==> config.mk <==
export PLATFORM = sky130hd
export DESIGN_NAME = sys_pend_ctrl
export DESIGN_NICKNAME = d
export VERILOG_FILES = /design/src/rtl/sys_pend_pkg.sv /design/src/rtl/sys_pend_decode.sv /design/src/rtl/sys_pend_strobe.sv /design/src/rtl/sys_pend_store.sv /design/src/rtl/sys_pend_ctrl.sv
export SDC_FILE = /design/constraint.sdc
export NUM_CORES = 1
export LEC_CHECK = 0
export ABC_AREA = 0
export BUFFER_PORTS_ARGS = -buffer_cell sky130_fd_sc_hd__buf_2
export CORE_ASPECT_RATIO = 1.1
export CORE_MARGIN = 2
export CORE_UTILIZATION = 30
export CTS_CLUSTER_SIZE = 12
export DETAILED_ROUTE_END_ITERATION = 7
export GPL_TIMING_DRIVEN = 0
export PLACE_DENSITY_LB_ADDON = 0.12
export SLEW_MARGIN = 20
export SYNTH_ARGS = -nofsm -noshare
export SYNTH_HDL_FRONTEND = slang
export SYNTH_SLANG_ARGS = --single-unit
==> constraint.sdc <==
create_clock -name clk -period 4.75 [get_ports clk]
set_input_delay 0.95 -clock clk [delete_from_list [all_inputs] [get_ports clk]]
set_output_delay 0.95 -clock clk [all_outputs]
set_load 0.01 [all_outputs]
==> src/rtl/sys_pend_pkg.sv <==
package sys_pend_pkg;
  localparam int WORD_W = 10;
  localparam logic [WORD_W-1:0] W_TYPE    = 10'h001;
  localparam logic [WORD_W-1:0] W_STATE   = 10'h341;
  localparam logic [WORD_W-1:0] W_VBASE   = 10'h342;
  localparam logic [WORD_W-1:0] W_RSTCTL  = 10'h343;
  localparam logic [WORD_W-1:0] W_HANDLER = 10'h349;
  localparam logic [WORD_W-1:0] W_TRIG    = 10'h3C0;

  localparam logic [15:0] RESET_KEY     = 16'h05FA;
  localparam logic [31:0] RSTCTL_RDVAL  = 32'hFA05_0000;

  // Bit positions inside the state register
  localparam int B_NMI     = 31;
  localparam int B_SVC_SET = 28;
  localparam int B_SVC_CLR = 27;
  localparam int B_TMR_SET = 26;
  localparam int B_TMR_CLR = 25;
  localparam int B_EXT     = 22;

  localparam int FEN_LSB = 16;
  localparam int FEN_N   = 3;
  localparam int VB_LSB  = 7;

  typedef enum logic [2:0] {
    SEL_NONE, SEL_TYPE, SEL_STATE, SEL_VBASE, SEL_RSTCTL, SEL_HANDLER, SEL_TRIG
  } reg_sel_e;
endpackage

==> src/rtl/sys_pend_decode.sv <==
module sys_pend_decode
  import sys_pend_pkg::*;
#(
  parameter int ADDR_W = 10
) (
  input  logic [ADDR_W-1:0] addr_i,
  output reg_sel_e          sel_o
);
  always_comb begin
    case (addr_i)
      ADDR_W'(W_TYPE):    sel_o = SEL_TYPE;
      ADDR_W'(W_STATE):   sel_o = SEL_STATE;
      ADDR_W'(W_VBASE):   sel_o = SEL_VBASE;
      ADDR_W'(W_RSTCTL):  sel_o = SEL_RSTCTL;
      ADDR_W'(W_HANDLER): sel_o = SEL_HANDLER;
      ADDR_W'(W_TRIG):    sel_o = SEL_TRIG;
      default:            sel_o = SEL_NONE;
    endcase
  end
endmodule

==> src/rtl/sys_pend_strobe.sv <==
module sys_pend_strobe
  import sys_pend_pkg::*;
#(
  parameter int IRQ_COUNT = 64,
  parameter int NUM_W     = 9
) (
  input  logic             clk,
  input  logic             rst,
  input  logic             we_i,
  input  reg_sel_e         sel_i,
  input  logic [15:0]      hi_i,
  input  logic [NUM_W-1:0] lo_i,
  output logic             nmi_o,
  output logic             svc_set_o,
  output logic             svc_clr_o,
  output logic             tmr_set_o,
  output logic             tmr_clr_o,
  output logic             ext_o,
  output logic [NUM_W-1:0] ext_num_o,
  output logic             rst_req_o
);
  localparam logic [NUM_W:0] COUNT_V = (NUM_W+1)'(IRQ_COUNT);
  localparam int H = 16;

  logic in_range;
  assign in_range = {1'b0, lo_i} < COUNT_V;

  always_ff @(posedge clk) begin
    if (rst) begin
      nmi_o <= 1'b0; svc_set_o <= 1'b0; svc_clr_o <= 1'b0;
      tmr_set_o <= 1'b0; tmr_clr_o <= 1'b0; ext_o <= 1'b0;
      ext_num_o <= '0; rst_req_o <= 1'b0;
    end else begin
      nmi_o <= 1'b0; svc_set_o <= 1'b0; svc_clr_o <= 1'b0;
      tmr_set_o <= 1'b0; tmr_clr_o <= 1'b0; ext_o <= 1'b0;
      rst_req_o <= 1'b0;
      if (we_i) begin
        case (sel_i)
          SEL_STATE: begin
            nmi_o     <= hi_i[B_NMI-H];
            svc_set_o <= hi_i[B_SVC_SET-H];
            svc_clr_o <= hi_i[B_SVC_CLR-H] & ~hi_i[B_SVC_SET-H];
            tmr_set_o <= hi_i[B_TMR_SET-H];
            tmr_clr_o <= hi_i[B_TMR_CLR-H] & ~hi_i[B_TMR_SET-H];
          end
          SEL_RSTCTL: rst_req_o <= (hi_i == RESET_KEY) & lo_i[2];
          SEL_TRIG: if (in_range) begin
            ext_o     <= 1'b1;
            ext_num_o <= lo_i;
          end
          default: ;
        endcase
      end
    end
  end

  // pend and clear of the service-call exception never together
  p_svc_excl_r3: assert property (@(posedge clk) disable iff (rst)
    !(svc_set_o && svc_clr_o));
  // same for the timer exception
  p_tmr_excl_r4: assert property (@(posedge clk) disable iff (rst)
    !(tmr_set_o && tmr_clr_o));
  // a reset request follows a keyed write
  p_rst_key_r7: assert property (@(posedge clk) disable iff (rst)
    rst_req_o |-> ($past(we_i) && $past(hi_i) == RESET_KEY));
  // an external pend never carries an out-of-range number
  p_trig_bound_r10: assert property (@(posedge clk) disable iff (rst)
    ext_o |-> ({1'b0, ext_num_o} < COUNT_V));
endmodule

==> src/rtl/sys_pend_store.sv <==
module sys_pend_store
  import sys_pend_pkg::*;
(
  input  logic               clk,
  input  logic               rst,
  input  logic               we_i,
  input  reg_sel_e           sel_i,
  input  logic [31:VB_LSB]   vb_i,
  input  logic [FEN_N-1:0]   fen_i,
  output logic [31:0]        vbase_o,
  output logic [FEN_N-1:0]   fen_o
);
  logic [31:VB_LSB] vb_q;
  logic             vb_we;

  assign vb_we = we_i && (sel_i == SEL_VBASE);

  always_ff @(posedge clk) begin
    if (rst) begin
      vb_q  <= '0;
      fen_o <= '0;
    end else begin
      if (vb_we) vb_q <= vb_i;
      if (we_i && sel_i == SEL_HANDLER) fen_o <= fen_i;
    end
  end

  assign vbase_o = {vb_q, {VB_LSB{1'b0}}};

  // the base address only moves after a write to it
  p_vbase_hold_r6: assert property (@(posedge clk) disable iff (rst)
    !$past(vb_we) |-> $stable(vbase_o));
endmodule

==> src/rtl/sys_pend_ctrl.sv <==
module sys_pend_ctrl
  import sys_pend_pkg::*;
#(
  parameter int ADDR_W    = 10,
  parameter int IRQ_COUNT = 64,
  parameter int NUM_W     = 9
) (
  input  logic              clk,
  input  logic              rst,
  input  logic [ADDR_W-1:0] bus_addr_i,
  input  logic              bus_wr_i,
  input  logic              bus_rd_i,
  input  logic [31:0]       bus_wdata_i,
  output logic [31:0]       bus_rdata_o,
  input  logic              nmi_pending_i,
  input  logic              svc_pending_i,
  input  logic              tmr_pending_i,
  input  logic              ext_pending_i,
  output logic              nmi_pend_o,
  output logic              svc_pend_set_o,
  output logic              svc_pend_clr_o,
  output logic              tmr_pend_set_o,
  output logic              tmr_pend_clr_o,
  output logic              ext_pend_o,
  output logic [NUM_W-1:0]  ext_pend_num_o,
  output logic              sys_reset_req_o,
  output logic [31:0]       vec_base_o,
  output logic [2:0]        fault_en_o
);
  localparam logic [31:0] TYPE_VAL = 32'(IRQ_COUNT / 32 - 1);

  reg_sel_e    sel;
  logic [31:0] rd_next;

  sys_pend_decode #(.ADDR_W(ADDR_W)) u_dec (
    .addr_i(bus_addr_i), .sel_o(sel)
  );

  sys_pend_strobe #(.IRQ_COUNT(IRQ_COUNT), .NUM_W(NUM_W)) u_stb (
    .clk(clk), .rst(rst), .we_i(bus_wr_i), .sel_i(sel),
    .hi_i(bus_wdata_i[31:16]), .lo_i(bus_wdata_i[NUM_W-1:0]),
    .nmi_o(nmi_pend_o), .svc_set_o(svc_pend_set_o), .svc_clr_o(svc_pend_clr_o),
    .tmr_set_o(tmr_pend_set_o), .tmr_clr_o(tmr_pend_clr_o),
    .ext_o(ext_pend_o), .ext_num_o(ext_pend_num_o), .rst_req_o(sys_reset_req_o)
  );

  sys_pend_store u_sto (
    .clk(clk), .rst(rst), .we_i(bus_wr_i), .sel_i(sel),
    .vb_i(bus_wdata_i[31:VB_LSB]), .fen_i(bus_wdata_i[FEN_LSB+FEN_N-1:FEN_LSB]),
    .vbase_o(vec_base_o), .fen_o(fault_en_o)
  );

  always_comb begin
    rd_next = '0;
    case (sel)
      SEL_TYPE:    rd_next = TYPE_VAL;
      SEL_STATE: begin
        rd_next[B_NMI]     = nmi_pending_i;
        rd_next[B_SVC_SET] = svc_pending_i;
        rd_next[B_TMR_SET] = tmr_pending_i;
        rd_next[B_EXT]     = ext_pending_i;
      end
      SEL_VBASE:   rd_next = vec_base_o;
      SEL_RSTCTL:  rd_next = RSTCTL_RDVAL;
      SEL_HANDLER: rd_next[FEN_LSB+FEN_N-1:FEN_LSB] = fault_en_o;
      default:     rd_next = '0;
    endcase
  end

  always_ff @(posedge clk) begin
    if (rst)           bus_rdata_o <= '0;
    else if (bus_rd_i) bus_rdata_o <= rd_next;
  end

  // read data changes only after a read strobe
  p_rdata_hold_r12: assert property (@(posedge clk) disable iff (rst)
    !$past(bus_rd_i) |-> $stable(bus_rdata_o));
endmodule

Yosys cells after proc, flatten, opt, wreduce, memory -nomap -nowiden --
Index checks and enable logic that the tools add are counted.
Word-level totals: input bits 50, output and inout port bits 83, register bits after elaboration 76, word-level logic and storage cells 52
Operators by class: reductions and logical operators 6, equal/unequal tests 13, magnitude comparators 1, mux-type cells 12, bitwise gates (word level) 9
Operator list (number):
- equality test 10 bit (second input constant) | 5
- one-hot mux 16 bit (2 select lines) | 1
- one-hot mux 3 bit (6 select lines) | 1
- equality test 16 x 11 -> 1 bit (second input constant) | 1
- equality test 10 x 1 -> 1 bit (second input constant) | 1
- equality test 3 bit (second input constant) | 3
- < comparator 9 x 7 -> 1 bit (second input constant) | 1
- one-hot mux 3 bit (3 select lines) | 1
- OR reduction 3 bit | 3
- equality test 3 x 2 -> 1 bit (second input constant) | 2
- NOT 1 bit | 6
- one-hot mux 1 bit (2 select lines) | 3
- one-hot mux 1 bit (3 select lines) | 2
- one-hot mux 3 bit (2 select lines) | 1
- one-hot mux 2 bit (2 select lines) | 1
- AND 1 bit | 3
- equality test 3 x 1 -> 1 bit (second input constant) | 1
- two-way mux 3 bit | 1
- AND reduction 3 bit | 1
- logical AND 1 bit | 2
- two-way mux 1 bit | 1

Logic depth before layout (Yosys ltp) --
Gate-level depths: netlist (run 1).
depth in word-level cells 5, mapped depth 7, gate-level depth less buffers 4

By module --
A second synthesis (run 1) with hierarchy kept.
Second synthesis, totals: cells, all modules 360, area total of the unflattened synthesis 3408.3 um^2
Modules (own cells, without submodules):
- sys_pend_store | times used 1, seq. area each 560.5 um^2, area an instance 1347.5 um^2, cells an instance 132
- sys_pend_ctrl | times used 1, seq. area each 640.6 um^2, area an instance 1308.8 um^2, cells an instance 154
- sys_pend_strobe | times used 1, seq. area each 320.3 um^2, area an instance 633.1 um^2, cells an instance 57
- sys_pend_decode | times used 1, seq. area each 0.0 um^2, area an instance 118.9 um^2, cells an instance 17

Worst setup path before layout (run 1) --
Ideal clock, no wire load.
kind input-to-reg, start point input bus_addr_i[1], end point register u_stb.ext_num_o[6], data arrival time 2.114 ns, required time 4.635 ns, setup time 0.115 ns, slack 2.521 ns, path buffers 1, stages on the path 5, cell sequence clkbuf_1 > nor4b_1 > nand4_1 > nor2b_1 > and2_1
Between the ends: cells in the longest elaborated chain, start to end 4, elaborated cells on any way between the ends 9, classes of those cells eq/ne (7); mux (1); reduce/logical (1)
RTL lines:
- start: declaration | RTL line sys_pend_ctrl.sv:10 | input logic [ADDR_W-1:0] bus_addr_i,
- equality test 10 bit / equality test 10 x 1 -> 1 bit (equally long branches) | RTL line sys_pend_decode.sv:10 | case (addr_i)
- one-hot mux 3 bit (6 select lines) * | RTL line sys_pend_decode.sv:10
- equality test 3 bit * | RTL line sys_pend_strobe.sv:38 | case (sel_i)
- AND reduction 3 bit (no line) *
- end signal: assignment | RTL line sys_pend_strobe.sv:49 | ext_num_o <= lo_i;
- end: declaration | RTL line sys_pend_strobe.sv:19 | output logic [NUM_W-1:0] ext_num_o,
Every way passes the cells marked *; elsewhere a longest branch is shown, timed or not. A chain may end at the register's enable or synchronous reset.

Worst setup path after layout (run 1) --
Same ends and word-level chain as after synthesis.

==> run_results.csv, run 1 <==
group,metric,value,unit
outcome,status,"completed",
yosys,yosysTopAreaCell,"dfxtp_1",
global_routing,overflow,0,
timing,fin_ws,2.46,ns
drt,ant_nets,0,
timing,setup_violations,0,
power,pwr-share-comb,7.5,%
drt,dr.pass1.iters,4,
yosys,synth_seq_cells,70,
global_routing,grt_pass1_wl,13.7,mm
setup_path,critPathKind,"in -> reg",
timing,fmax,437,MHz
setup_path,cp_max_fo,8,
die,rows,37,
die,core,9350,µm²
yosys,yosysWarnings,0,
yosys,syn_area,2880,µm²
clock_tree,ctsHtreeMaxLevel,3,
yosys,avgSynthCellArea,8.79,µm²
power,p_leak,1.75,nW
finish,area_growth,33.2,%
power,vdd.ir_drop.worst,0.000156,V
placement,place_area,3660,µm²
finish,drive_gt1_share,33.1,%
timing,maxSlewViolCount,0,
clock_tree,post_cts_resized,0,
clock_tree,postCtsHoldBufs,0,
die,die-width,97.5,µm
yosys,yosysSeqAreaShare,48.6,%
global_routing,grt_max_degree,12,
power,power_frac_seq,51.7,%
clock_tree,clk_transition_reported_paths,0.07,ns
global_routing,grt_pass1_vias,2574,
finish,design_area,3840,µm²
drt,routed_via_density,4.61,
clock_tree,cts_tree,"built",
clock_tree,clock_path_buffers,2,
clock_tree,cts_buffers,9,
yosys,synth_cells,328,
placement,dp_hpwl,6.77,mm
hold_path,hp-class,"reg -> reg",
yosys,netlist_top_cells_area,"dfxtp_1 49%, a21oi_1 8.2%, nand2_1 6.6%, nand2b_1 5.0%, buf_4 3.6%",
timing,clock-skew-final,0.00685,ns
clock_tree,clock-sinks,70,
clock_tree,clkLatencyLatePin,0.34,ns
finish,final_core_util,41.1,%
global_routing,antenna_found_initial,0,
setup_path,end_kind,"register",
timing,rsz0062_at_grt,"false",
drt,totalWireLength,8.81,mm
setup_path,critPathLaunchType,"input pin",
die,start_util,30.8,%
yosys,synth_cell_types,39,
yosys,synth_top_area_share,48.6,%
placement,dp_cells,574,
die,ioPinCount,133,
timing,tightest_slew,0.580,ns
finish,diodes,0,
placement,pre_cts_ws,2.09,ns
drt,avgRoutedWirePerCell,15.0,µm
finish,final_cells,589,
drt,dr.first_iter.drc_count,63,
power,pwr_density_cell,296,nW/µm²
clock_tree,post_cts_buffers,0,
power,clock_power_share,40.8,%
die,die_h,107,µm
finish,finalNetCount,518,
timing,finalCritPeriodShare,48.1,%
drt,drc_errors,0,
timing,slew_headroom,61.3,%
die,die_area,10400,µm²
finish,fillers,1034,
setup_path,required,4.98,ns
timing,final_hold_viol_count,0,
power,internal-power,0.864,mW
global_routing,grtUsageTotal,16.9,%
placement,io_buffers,117,
setup_path,crit_arrival,2.52,ns
placement,place_congestion,0.743,
power,p_sw,0.273,mW
clock_tree,cts_root_buf,"clkbuf_8",
power,p_sw_share,24.0,%
setup_path,ff2ff_path_depth,3,
drt,route.vias.total,2714,
timing,min_period,2.29,ns
hold_path,hold_depth,1,
flow_run,cap_violations,0,
timing,setup-tns-final,0,ns
==> routing by layer <==
layer	track usage [%]	share of wire [%]	up-vias
li1	-	-	1381
met1	22.4	47	1244
met2	26.5	45	83
met3	5.74	6.5	6
met4	4.76	1.1	0
met5	0	0	-
==> per-stage QoR <==
stage,hold WS [ns],total power [mW]
after floorplan,0.489,0.645
after global placement,0.440,0.686
after detailed placement,0.439,0.687
after CTS,0.466,1.15
after global routing,0.489,1.19
final,0.458,1.14
==> sequential cells by signal, indices dropped and copies added, names as in the netlist <==
name / flops
u_stb.svc_clr_o: 1
u_stb.nmi_o: 1
u_sto.vb_q: 25
u_stb.tmr_clr_o: 1
u_stb.ext_num_o: 9
u_stb.ext_o: 1
u_stb.tmr_set_o: 1
u_sto.fen_o: 3
u_stb.rst_req_o: 1
bus_rdata_o: 26
u_stb.svc_set_o: 1
==> cell families after synthesis <==
| group | share of synthesized area, % |
|---|---|
| simple gates | 27.9 |
| mux | 3.47 |
| xor+xnor | 0.304 |
| compound gates | 12.5 |
| buf+inv | 7.11 |
| other cells | 0.130 |
| flops | 48.6 |
==> final timing paths <==
check	startpoint	end	slack, ns
setup / recovery	bus_addr_i[1]	u_stb.ext_num_o[6]$_SDFFE_PP0P_	2.46
hold / removal	u_stb.ext_num_o[7]$_SDFFE_PP0P_	u_stb.ext_num_o[7]$_SDFFE_PP0P_	0.46
setup reg to reg	u_sto.vb_q[31]$_SDFFE_PP0P_	bus_rdata_o[31]$_SDFFE_PP0P_	3.89
hold reg to reg	u_stb.ext_num_o[7]$_SDFFE_PP0P_	u_stb.ext_num_o[7]$_SDFFE_PP0P_	0.46
==> final cells by class <==
type,count,area [µm²],area share (%)
Buffer,36,201,5.24
Clock buffer,12,135,3.52
Clock inverter,3,46.3,1.20
Inverter,1,3.75,0.0977
Multi-Input combinational cell,233,1320,34.4
Sequential cell,70,1400,36.5
Tap cell,117,146,3.81
Timing Repair Buffer,117,586,15.2
==> worst max-delay path: stages <==
cell      delay, ns
clkbuf_1       0.17
nor4b_1        0.37
nand4_1        0.52
nor2b_1        0.34
and2_1         0.17
==> Yosys cell counts <==
master	instances
a21o_1	2
a21oi_1	47
a22o_1	2
a311oi_1	3
and2_1	6
and3_1	1
and3b_1	3
and4_1	2
and4b_1	1
buf_1	1
buf_2	5
buf_4	14
buf_6	1
clkbuf_1	15
conb_1	1
dfxtp_1	70
inv_1	1
mux2i_1	10
nand2_1	51
nand2_2	1
nand2b_1	23
nand3_1	18
nand3b_1	2
nand4_1	6
nand4b_1	2
nor2_1	16
nor2b_1	4
nor3_1	1
nor3_4	1
nor3b_2	2
nor4_1	2
nor4_2	1
nor4b_1	1
nor4b_2	1
nor4bb_1	1
o2111ai_1	6
o211ai_1	2
or4b_4	1
xor2_1	1
==> placed cells by master, fill, tap and decap left out, types with 2 or more instances in the layout <==
cell,count
conb_1,13
mux2i_1,10
and3b_1,3
dfxtp_1,70
clkbuf_1,18
nand2b_1,23
a22o_1,2
a21oi_1,47
nor4_1,2
nand3b_1,2
buf_4,14
clkbuf_8,9
and4_1,2
nand2_1,51
a311oi_1,3
o2111ai_1,6
nand3_1,18
a21o_1,2
nor2b_1,4
nand4_1,6
nor3b_2,2
buf_2,122
o211ai_1,2
nand4b_1,2
nor2_1,16
and2_1,6
==> power by group through the flow <==
stage,registers [mW],clock network (mW),logic [mW]
final,0.588,0.464,0.0849
after global routing,0.588,0.504,0.0935
after CTS,0.588,0.480,0.0854
after detailed placement,0.602,0,0.0849
after global placement,0.602,0,0.0842
after floorplan,0.603,0,0.0421
No activity file was read; power rests on OpenSTA's default activity.
==> run 2: changes to the inputs <==
--- a/config.mk
+++ b/config.mk
@@ -5,7 +5,7 @@
 export SDC_FILE = /design/constraint.sdc
 export NUM_CORES = 1
 export LEC_CHECK = 0
-export ABC_AREA = 0
+export ABC_AREA = 1
 export BUFFER_PORTS_ARGS = -buffer_cell sky130_fd_sc_hd__buf_2
 export CORE_ASPECT_RATIO = 1.1
 export CORE_MARGIN = 2
==> constraint.sdc (replaced) <==
create_clock -name clk -period 2.2 [get_ports clk]
set_input_delay 0.44 -clock clk [delete_from_list [all_inputs] [get_ports clk]]
set_output_delay 0.44 -clock clk [all_outputs]
set_load 0.01 [all_outputs]
==> run_results.csv, run 2 <==
group,metric,value,unit
yosys,synth_cell_types,27,
finish,drive_gt1_share,30.4,%
finish,design_area,3960,µm²
finish,largest_register,"bus_rdata_o",
yosys,syn_area,2980,µm²
finish,layout_common_cells,"119 x buf_2, 71 x nor2_1, 70 x dfxtp_1",
yosys,synth_seq_cells,70,
setup_path,critPathLaunchType,"input pin",
die,rows,38,
finish,diodes,0,
global_routing,grtUsageTotal,17.6,%
setup_path,crit_arrival,1.82,ns
die,die_area,10700,µm²
yosys,ys_top_cells_by_count,"71 x nor2_1, 70 x dfxtp_1, 63 x nand2_1, 36 x a21oi_1, 36 x nand3_1",
yosys,netlist_top_cells_area,"dfxtp_1 47%, nor2_1 9.0%, nand2_1 7.9%, a21oi_1 6.1%, nand3_1 6.1%",
global_routing,grt_pass1_vias,2860,
die,ioPinCount,133,
timing,rsz0062_at_grt,"false",
power,power.total,2.49,mW
drt,dr.first_iter.drc_count,122,
clock_tree,cts_root_buf,"clkbuf_8",
hold_path,hold_depth,2,
placement,dp_hpwl,7.16,mm
hold_path,hp-class,"in -> reg",
placement,place_area,3760,µm²
global_routing,grt_pass1_wl,14.6,mm
yosys,synthMuxAreaShare,0,%
drt,avgRoutedWirePerCell,14.1,µm
die,die_h,108,µm
setup_path,end_kind,"register",
drt,ant_nets,0,
finish,top_regs,"bus_rdata_o: 26 flops, u_sto.vb_q: 25 flops, u_stb.ext_num_o: 9 flops",
yosys,synth-compound-area-share,12.4,%
timing,clock-skew-final,0.00666,ns
yosys,yosysWarnings,0,
flow_run,cap_violations,0,
timing,setup_violations,0,
clock_tree,postCtsHoldBufs,0,
finish,largest_reg_flops,26,
setup_path,critPathKind,"in -> reg",
clock_tree,ctsHtreeMaxLevel,3,
drt,drc_errors,0,
drt,routed_via_density,4.62,
drt,dr.pass1.iters,5,
die,core,9750,µm²
placement,place_congestion,0.852,
yosys,synth.most_common_cell,"nor2_1",
finish,area_growth,33.0,%
yosys,synth_edf_count,0,
timing,tightest_slew,0.670,ns
setup_path,required,2.41,ns
yosys,synth_fa_ha_area_share,0,%
die,start_util,30.5,%
clock_tree,cts_tree,"built",
finish,layout_commonest_cell,"buf_2",
clock_tree,clock_path_buffers,2,
outcome,status,"completed",
timing,slew_headroom,55.0,%
setup_path,ff2ff_path_depth,4,
timing,min_period,1.61,ns
power,vdd.ir_drop.worst,0.000330,V
clock_tree,clkLatencyLatePin,0.34,ns
yosys,synth_top_family_by_area,"simple AND/OR/NAND/NOR gates",
power,pwr_density_cell,630,nW/µm²
yosys,yosys_most_used_dff,"dfxtp_1",
timing,maxSlewViolCount,0,
yosys,synth_cells,397,
clock_tree,post_cts_buffers,0,
yosys,avgSynthCellArea,7.50,µm²
die,die-width,99.0,µm
timing,final_hold_viol_count,0,
clock_tree,post_cts_resized,0,
finish,finalNetCount,588,
yosys,yosysSeqAreaShare,47.1,%
timing,whs,0.260,ns
yosys,yosysTopAreaCell,"dfxtp_1",
clock_tree,cts_buffers,9,
placement,io_buffers,118,
timing,fmax,620,MHz
global_routing,antenna_found_initial,0,
timing,setup-tns-final,0,ns
setup_path,cp_max_fo,9,
clock_tree,clk_transition_reported_paths,0.08,ns
drt,totalWireLength,9.32,mm
power,p_leak,2.01,nW
clock_tree,clock-sinks,70,
global_routing,grt_max_degree,13,
drt,route.vias.total,3058,
yosys,synth-simple-area-share,29.8,%
timing,finalCritPeriodShare,73.3,%
yosys,synth_xor_area_share,0,%
global_routing,overflow,0,
yosys,synth_top_area_share,47.1,%
setup_path,reg2reg_setup_slack,1.29,ns
yosys,synthArstFlopShare,0,%
==> run 2: cell count changes after synthesis, moves of 7 or more <==
cell,previous run,this run
inv_1,1,24
nand3_1,18,36
nand2_1,51,63
mux2i_1,10,0
nor2_1,16,71
a21oi_1,47,36
o21ai_0,0,23
nor3_1,1,8
nand2b_1,23,0
==> run 2: through the flow <==
step	setup WS, ns	util (%)	cells
after floorplan	0.660	-	409
after global placement	0.234	38.6	647
after detailed placement	0.222	38.6	647
after CTS	0.584	40.6	662
after global routing	0.410	40.6	662
final	0.587	40.6	662
==> run 2: cell families after synthesis <==
family	count (synthesis)
AOI/OAI and AO/OA	70
buffers and inverters	59
DFF	70
other	1
and+or+nand+nor	197
==> run 2: worst max-delay path: stages <==
cell and delay (ns):
buf_2 0.10, or2_2 0.34, nor2_1 0.42, nand4_2 0.32
nand2_1 0.14, a21oi_1 0.07
==> run 2: layer usage <==
| layer | global-route usage, % | wire length (µm) |
|---|---|---|
| met5 | 0 | 0 |
| met3 | 4.65 | 736 |
| met2 | 29.1 | 4300 |
| met1 | 22.1 | 4120 |
| met4 | 6.07 | 163 |
==> run 2: report_power, final <==
part / switching, mW / internal [mW]
Clock: 0.490 / 0.550
Sequential: 0.00110 / 1.27
Combinational: 0.117 / 0.0685
Total: 0.608 / 1.89
==> run 2: area by class of cell <==
| class | count | area (µm²) |
|---|---|---|
| fillers | 1086 | 5790 |
| flip-flops and latches | 70 | 1400 |
| multi-input cells | 280 | 1310 |
| repair buffers | 118 | 591 |
| plain buffers | 32 | 208 |
| well taps | 120 | 150 |
| clock buffers | 10 | 138 |
| inverters | 27 | 105 |
| clock inverters | 5 | 58.8 |
==> run 2: final timing paths <==
| kind | start | end |
|---|---|---|
| setup / recovery | bus_wdata_i[7] | u_stb.ext_num_o[5]$_SDFFE_PP0P_ |
| hold / removal | bus_wdata_i[28] | u_stb.svc_clr_o$_SDFF_PP0_ |
| setup reg to reg | u_sto.vb_q[28]$_SDFFE_PP0P_ | bus_rdata_o[28]$_SDFFE_PP0P_ |
| hold reg to reg | u_stb.ext_num_o[7]$_SDFFE_PP0P_ | u_stb.ext_num_o[7]$_SDFFE_PP0P_ |
==> run 3: changes to the inputs <==
--- a/config.mk
+++ b/config.mk
@@ -5,7 +5,7 @@
 export SDC_FILE = /design/constraint.sdc
 export NUM_CORES = 1
 export LEC_CHECK = 0
-export ABC_AREA = 1
+export ABC_AREA = 0
 export BUFFER_PORTS_ARGS = -buffer_cell sky130_fd_sc_hd__buf_2
 export CORE_ASPECT_RATIO = 1.1
 export CORE_MARGIN = 2
==> constraint.sdc (replaced) <==
create_clock -name clk -period 1.5 [get_ports clk]
set_input_delay 0.3 -clock clk [delete_from_list [all_inputs] [get_ports clk]]
set_output_delay 0.3 -clock clk [all_outputs]
set_load 0.01 [all_outputs]
==> run_results.csv, run 3 (synthesis gave the netlist of run 1 again) <==
group,metric,value,unit
setup_path,cp_max_fo,10,
drt,dr.first_iter.drc_count,86,
clock_tree,cts_tree,"built",
finish,final-seq-area,1400,µm²
placement,dp_hpwl,6.70,mm
clock_tree,clkLatencyLatePin,0.34,ns
die,ioPinCount,133,
finish,drive_gt1_share,34.6,%
global_routing,grt_pass1_wl,13.9,mm
timing,slew_headroom,60.1,%
clock_tree,clock_path_buffers,2,
hold_path,hp-class,"in -> reg",
timing,tightest_slew,0.598,ns
finish,largest_register,"bus_rdata_o",
placement,pre_cts_ws,-0.551,ns
hold_path,hold_depth,2,
die,die-width,97.5,µm
hold_path,holdPathEnd,"u_stb.svc_clr_o$_SDFF_PP0_",
finish,fillers,1005,
die,start_util,30.8,%
outcome,status,"completed",
flow_run,cap_violations,0,
power,pwr_density_cell,921,nW/µm²
timing,clock-skew-final,0.00726,ns
drt,avgRoutedWirePerCell,15.0,µm
placement,place_area,3700,µm²
setup_path,required,1.76,ns
global_routing,antenna_found_initial,0,
timing,setup_violations,0,
power,vdd.ir_drop.worst,0.000405,V
placement,place_congestion,0.823,
timing,fmax,682,MHz
finish,final_core_util,41.8,%
global_routing,grtUsageTotal,17.3,%
global_routing,grt_pass1_vias,2639,
finish,finalNetCount,519,
timing,fin_ws,0.0347,ns
setup_path,regToRegEndpoint,"bus_rdata_o[22]$_SDFFE_PP0P_",
setup_path,reg2reg_from,"u_sto.vb_q[22]$_SDFFE_PP0P_",
die,rows,37,
power,p_leak,1.77,nW
finish,design_area,3910,µm²
timing,rsz0062_at_grt,"false",
setup_path,end_kind,"register",
drt,drc_errors,0,
timing,min_period,1.47,ns
setup_path,crit_arrival,1.73,ns
clock_tree,postCtsHoldBufs,0,
clock_tree,ctsHtreeMaxLevel,3,
setup_path,critPathKind,"in -> reg",
setup_path,ff2ff_path_depth,3,
global_routing,grt_max_degree,11,
hold_path,min_from,"bus_wdata_i[28]",
setup_path,critPathLaunchType,"input pin",
setup_path,reg2reg_setup_slack,0.63,ns
setup_path,cp_slowest_cell,"or4b_4",
finish,area_growth,35.4,%
clock_tree,clock-sinks,70,
drt,routed_via_density,4.62,
global_routing,overflow,0,
drt,route.vias.total,2717,
die,die_area,10400,µm²
clock_tree,cts_buffers,9,
drt,dr.pass1.iters,4,
clock_tree,cts_root_buf,"clkbuf_8",
timing,maxSlewViolCount,0,
finish,multi_input_area,1370,µm²
placement,io_buffers,117,
finish,layout_commonest_cell,"buf_2",
finish,largest_reg_flops,26,
timing,setup-tns-final,0,ns
finish,layout_common_cells,"119 x buf_2, 70 x dfxtp_1, 51 x nand2_1",
die,core,9350,µm²
die,die_h,107,µm
clock_tree,clk_transition_reported_paths,0.07,ns
timing,finalCritPeriodShare,97.7,%
setup_path,path_cells,"buf_2 > or4b_4 > nor3_4 > buf_6 > o2111ai_1 > a21oi_1",
timing,final_hold_viol_count,0,
finish,diodes,0,
setup_path,slowest_delay,0.56,ns
drt,ant_nets,0,
drt,totalWireLength,8.83,mm
finish,top_regs,"bus_rdata_o: 26 flops, u_sto.vb_q: 25 flops, u_stb.ext_num_o: 9 flops",
run 3: cell count changes in the layout (fill, tap and decap cells not counted), moves of 5 or more:
cell,delta
mux2i_1,+10
nand2_1,-12
a21oi_1,+11
nor2_1,-55
nand3_1,-19
o21ai_0,-23
o21ai_1,-5
nand2b_1,+23
inv_1,-23
nor3_1,-7
and2_1,+6
run 3: routing by layer:
layer | global-route usage [%] | vias to the layer above | wire length (µm)
met5 | 0 | - | 0
met4 | 9.33 | 0 | 245
met3 | 4.82 | 16 | 515
met2 | 27.3 | 88 | 4110
met1 | 21.3 | 1227 | 3960
li1 | - | 1386 | -
run 3: worst max-delay path by stage:
stage / to / slack [ns] / from
final: bus_rdata_o[25]$_SDFFE_PP0P_ / 0.03 / bus_addr_i[4]
after global routing: bus_rdata_o[26]$_SDFFE_PP0P_ / 0.01 / bus_addr_i[4]
after CTS: bus_rdata_o[21]$_SDFFE_PP0P_ / 0.01 / bus_addr_i[7]
after detailed placement: u_sto.vb_q[14]$_SDFFE_PP0P_ / -0.55 / bus_addr_i[7]
after global placement: u_sto.vb_q[20]$_SDFFE_PP0P_ / -0.52 / bus_addr_i[7]
after floorplan: u_stb.ext_num_o[6]$_SDFFE_PP0P_ / -0.07 / bus_addr_i[1]
run 3: power breakdown:
part	switching (mW)	internal [mW]	total (mW)
logic	0.165	0.116	0.280
clock network	0.668	0.784	1.45
registers	0.00220	1.86	1.86
total	0.835	2.76	3.60
run 3: layout make-up:
cell class / instances / area share [%]
tap: 117 / 3.75
timing repair buffer: 119 / 15.4
inverter: 1 / 0.0961
clock inverter: 2 / 0.897
multi-input combinational: 233 / 35.0
buffer: 35 / 5.41
sequential: 70 / 35.9
clock buffer: 11 / 3.62
run 3: what timing repair did:
item,in CTS,in global routing
pin swaps,3,0
buffers inserted,2,0
endpoints found under the setup margin,33,13
resized for setup,1,3
run 3: critical path, delay by kind of cell:
family	cells	cell delay, ns
buffers and inverters	2	0.33
and+or+nand+nor	2	0.80
AOI/OAI and AO/OA	2	0.30
run 3: through the flow:
| stage | hold slack [ns] | cells | total power [mW] |
|---|---|---|---|
| finish | 0.169 | 588 | 3.60 |
| global route | 0.151 | 588 | 3.77 |
| CTS | 0.150 | 589 | 3.65 |
| detailed placement | 0.439 | 574 | 2.18 |
| global placement | 0.438 | 574 | 2.18 |
| floorplan | 0.370 | 340 | 2.05 |
